[config.mk]
export PLATFORM = sky130hd
export DESIGN_NAME = edgecnt_timer
export DESIGN_NICKNAME = d
export VERILOG_FILES = /design/src/rtl/edgecnt_timer.sv
export SDC_FILE = /design/constraint.sdc
export NUM_CORES = 1
export LEC_CHECK = 0
export ABC_AREA = 1
export BUFFER_PORTS_ARGS = -buffer_cell sky130_fd_sc_hd__clkbuf_2
export CAP_MARGIN = 10
export CORE_MARGIN = 2
export CORE_UTILIZATION = 61
export DETAILED_ROUTE_END_ITERATION = 16
export PLACE_DENSITY_LB_ADDON = 0.15
export SYNTH_ARGS = -nofsm -noshare
export SYNTH_HDL_FRONTEND = slang
export SYNTH_SLANG_ARGS = --single-unit
[constraint.sdc]
create_clock -name clk -period 3.2 [get_ports clk]
set_input_delay 0.32 -clock clk [delete_from_list [all_inputs] [get_ports clk]]
set_output_delay 0.32 -clock clk [all_outputs]
set_load 0.02 [all_outputs]
[src/rtl/edgecnt_timer.sv]
module edgecnt_timer #(
  parameter int CW = 16,
  parameter int PW = 8
) (
  input  logic             clk,
  input  logic             rst_n,
  input  logic             pin_in,
  input  logic             reg_we,
  input  logic [2:0]       reg_addr,
  input  logic [CW+PW-1:0] reg_wdata,
  output logic [CW+PW-1:0] count_o,
  output logic             match_flag_o,
  output logic             irq_o
);
  localparam int TW = CW + PW;
  localparam logic [2:0] A_CTRL = 3'd0, A_LOAD = 3'd1, A_MATCH = 3'd2,
                         A_DIV = 3'd3, A_XMATCH = 3'd4, A_COUNT = 3'd5, A_CLR = 3'd6;

  logic [2:0]    sync;
  logic          en, rise_en, fall_en, down, ie;
  logic [CW-1:0] load, match, cnt;
  logic [PW-1:0] div, xmatch, ext;
  logic          flag, halted;

  wire rise   = sync[1] & ~sync[2];
  wire fall   = ~sync[1] & sync[2];
  wire wr_cnt = reg_we && reg_addr == A_COUNT;
  wire wr_ld  = reg_we && reg_addr == A_LOAD;
  wire wr_clr = reg_we && reg_addr == A_CLR && reg_wdata[0];
  wire ev     = en && !halted && !wr_cnt && ((rise_en && rise) || (fall_en && fall));

  wire [TW-1:0] up_next = {ext, cnt} + 1'b1;
  wire up_hit   = up_next == {xmatch, match};
  wire dn_hit   = ext == '0 && cnt == '0;
  wire hit      = ev && (down ? dn_hit : up_hit);
  wire stall    = hit && !down && load < match;

  assign count_o      = {ext, cnt};
  assign match_flag_o = flag;
  assign irq_o        = flag & ie;

  always_ff @(posedge clk or negedge rst_n)
    if (!rst_n) sync <= '0;
    else        sync <= {sync[1:0], pin_in};

  always_ff @(posedge clk or negedge rst_n) begin
    if (!rst_n) begin
      {en, rise_en, fall_en, down, ie} <= '0;
      load <= '0; match <= '0; div <= '0; xmatch <= '0;
      cnt <= '0; ext <= '0; flag <= 1'b0; halted <= 1'b0;
    end else begin
      if (reg_we && reg_addr == A_CTRL)
        {ie, down, fall_en, rise_en, en} <= reg_wdata[4:0];
      if (wr_ld) load <= reg_wdata[CW-1:0];
      if (reg_we && reg_addr == A_MATCH)  match  <= reg_wdata[CW-1:0];
      if (reg_we && reg_addr == A_DIV)    div    <= reg_wdata[PW-1:0];
      if (reg_we && reg_addr == A_XMATCH) xmatch <= reg_wdata[PW-1:0];

      if (stall)      halted <= 1'b1;
      else if (wr_ld) halted <= 1'b0;

      if (hit)         flag <= 1'b1;
      else if (wr_clr) flag <= 1'b0;

      if (wr_cnt) {ext, cnt} <= reg_wdata;
      else if (ev) begin
        if (!down) begin
          if (stall)       {ext, cnt} <= {xmatch, match};
          else if (up_hit) {ext, cnt} <= '0;
          else             {ext, cnt} <= up_next;
        end else if (ext != '0) begin
          ext <= ext - 1'b1;
        end else begin
          ext <= div;
          cnt <= (cnt == '0) ? load : cnt - 1'b1;
        end
      end
    end
  end

  AST_HALT_FREEZE: assert property (@(posedge clk) disable iff (!rst_n)
    halted && !wr_cnt |=> $stable(count_o));
  AST_LOAD_RELEASE: assert property (@(posedge clk) disable iff (!rst_n)
    wr_ld && !ev |=> !halted);
  AST_OFF_HOLD: assert property (@(posedge clk) disable iff (!rst_n)
    !en && !wr_cnt |=> $stable(count_o));
  AST_FLAG_STICKY: assert property (@(posedge clk) disable iff (!rst_n)
    flag && !wr_clr |=> flag);
  AST_UP_STEP: assert property (@(posedge clk) disable iff (!rst_n)
    ev && !down && !up_hit |=> count_o == $past(count_o) + 1'b1);
  AST_SYNC_GAP: assert property (@(posedge clk) disable iff (!rst_n)
    ev |-> $past(rise_en || fall_en));
endmodule

==> out/results.ini <==
[floorplanning]
fp.coreArea_um2=9819
die_area_um2=10990
initial_core_util_pct=63.16
num_rows=36
die_h_um=104.8
io_pins=57
die_w_um=104.8

[synth]
async_flop_share_pct=100.0
synthDistinctLibCells=39
synth_seq_cells=82
synthFlopType=dfrtp_1
syn_area_um2=6202
syn_nets=1006
ys_warn_count=0
synth-edff-count=0
synth_area_per_cell_um2=6.488
synth_cells=956
yosysSeqAreaShare_pct=33.08

[clocking]
cts_tree=yes
clock_path_buffers=2
clkSinkCount=82
clock_latency_ns=0.39
clockRootBuffer=clkbuf_8
cts_hold_buffers=0
path_clk_slew_ns=0.12
cts_made_buffers=9
htree_levels=3

[power_and_ir_drop]
power_switching_mw=2.657
p_comb_share_pct=51.5
peakVddDrop_v=0.0004599
p_leak_nw=3.614
internal-power_mw=2.599
clockPowerShare_pct=15.1
p_seq_share_pct=33.4
power_density_nw_per_um2=761.9
swShare_pct=50.55

[placement]
gp_congestion=0.9977
hpwl_um=13030
port_buffers=56
place_ws_ns=0.07383
dp_cells=1126

[worst_setup_path]
cp_slowest_cell=dfrtp_2
ff2ff_setup_slack_ns=0.16
cp_max_fo=12
path_common_cell=nand2_1
crit_path_max_incr_delay_ns=0.46
rr_endpoint=ext[6]
reg2reg_depth=19
critPathKind=reg2reg
endpoint_kind=register
worstPathCellList=ha_1 > nand2_1 > nor2_4 > nand2_1 > nor2_2 > nand2_1 > nand2_1 > nand2_1 > nand2_1 > nand2_1 > nor2_1 > nand2_1 > nor2_2 > nand2_2 > nand2_4 > nand3_4 > o211ai_2 > nand2_1 > nand2_1
reg2reg_from=cnt[0]
cp.required_ns=3.54
cp.arrival_ns=3.38
crit_path_start_kind=register

[timing]
maxSlewHeadroom_pct=28.45
fin_ws_ns=0.1581
rsz0062_at_grt=yes
period_share_pct=95.06
finalHoldViolCount=0
setup_viol=0
drv_slew=0
tightestPinTransition_ns=1.071
fmax_mhz=328.7
layout_min_cycle_time_ns=3.042
fin_skew_ns=0.02486
whs_ns=0.03994

[grt]
antenna_found_initial=0
gr-usage-all-layers_pct=34.05
grt_max_degree=83
grt.overflow.total=0
grt_pass1_wl_um=29700
grt_pass1_vias=5968

[finish]
drive_gt1_share_pct=13.23
final_common_cell=nand2_1
final_cell_mix=327 x nand2_1, 95 x inv_1, 83 x nor2_1
multiInputGateArea_um2=3625
seqCellArea_um2=2054
nets=1058
final_cells=1146
syn_to_final_growth_pct=11.24
num-fill-cells=951
diodes=0

[hold_path]
hold_path_startpoint=pin_in
min_path_cells=1
hold_class=in2reg
holdPathEnd=sync[0]

[outcome]
outcome=finished, final reports clean

[route]
final_antenna_net_count=0
dr.pass1.iters=8
vias=6579
drtIter0Drc=642
avgViaCountPerCell=5.741
wirelength_um=18550
drcViolationCount=0
wl_per_cell_um=16.18

[flow_run]
cap_violations=0

-- critical path: cells and delay by family (launching register included) --
kind / cells / cell delay (ns)
AOI/OAI and AO/OA: 1 / 0.23
and+or+nand+nor: 17 / 2.08
adders and majority gates: 1 / 0.21
DFF: 1 / 0.46
-- power groups by stage --
stage	Combinational (mW)	Clock, mW	Sequential (mW)
after floorplan	1.85	0	1.74
after global placement	2.62	0	1.75
after detailed placement	2.63	0	1.75
after CTS	2.65	0.802	1.73
after global routing	3.05	0.848	1.80
final	2.71	0.792	1.76
-- cell usage after synthesis (4+ instances only) --
cell | count | share of area [%]
nand2_1 | 327 | 20
inv_1 | 95 | 5.7
nor2_1 | 85 | 5.1
dfrtp_1 | 82 | 33
o21ai_0 | 81 | 6.5
nand3_1 | 66 | 5.3
a21oi_1 | 44 | 3.6
nand4_1 | 36 | 3.6
clkbuf_1 | 25 | 1.5
ha_1 | 19 | 3.8
o21ai_1 | 13 | 1.0
buf_2 | 11 | 0.89
nor3_1 | 9 | 0.73
xor2_1 | 8 | 1.1
nand2_2 | 6 | 0.61
o21ai_2 | 5 | 0.71
a31oi_1 | 4 | 0.40
nor2_4 | 4 | 0.73
o211ai_1 | 4 | 0.48
-- area by class of cell --
type | count | area share (%)
Timing Repair Buffer | 80 | 6.928
Multi-Input combinational cell | 737 | 52.54
Tap cell | 133 | 2.412
Clock buffer | 9 | 1.795
Clock inverter | 7 | 1.215
Sequential cell | 82 | 29.78
Inverter | 98 | 5.332
-- sequential cells by signal, indices dropped and copies added (netlist names) --
register      cells
match            16
ie                1
div               8
en                1
match_flag_o      1
halted            1
load             16
xmatch            8
ext               8
rise_en           1
fall_en           1
sync              3
cnt              16
down              1
-- metal layers --
metal  part of all wire [%]  vias to the layer above  GRT usage, %
li1                       -                     3216             -
met1                     42                     2919         47.92
met2                     43                      403         52.41
met3                     11                       41         6.675
met4                    2.7                        0         12.00
met5                      0                        -             0
-- kinds of logic (layout without fill, tap and decap cells) --
family / count (synthesis) / count (layout) / share of synthesized area [%]
AOI/OAI and AO/OA: 158 / 158 / 13.90
and+or+nand+nor: 546 / 548 / 38.21
xor gates and xnor gates: 12 / 12 / 1.917
adders and majority gates: 19 / 19 / 3.833
buffers and inverters: 139 / 194 / 9.058
DFF: 82 / 82 / 33.08
-- what timing repair did --
item,4_1_cts,5_1_grt
gates resized for setup,0,8
setup endpoints to repair,0,25
setup buffers,0,2
-- metrics by stage --
stage | TNS [ns] | total power [mW] | util [%] | cell area, µm²
3_3_place_gp | 0 | 4.370 | 67.51 | 6629
5_1_grt | -0.5444 | 5.693 | 70.26 | 6899
2_1_floorplan | 0 | 3.583 | - | 6202
6_report | 0 | 5.257 | 70.26 | 6899
3_5_place_dp | 0 | 4.384 | 67.51 | 6629
4_1_cts | 0 | 5.182 | 69.62 | 6837
-- how the worst max path moves through the flow --
stage,startpoint,end,slack [ns],depth (start not counted)
6_report,cnt[0],ext[6],0.16,19
4_1_cts,cnt[0],cnt[10],0.05,20
3_5_place_dp,cnt[0],cnt[10],0.07,20
5_1_grt,cnt[0],cnt[13],-0.05,21
3_3_place_gp,cnt[0],ext[0],0.16,21
2_1_floorplan,cnt[0],cnt[10],0.56,18
Power figures use the tool's default switching activity.
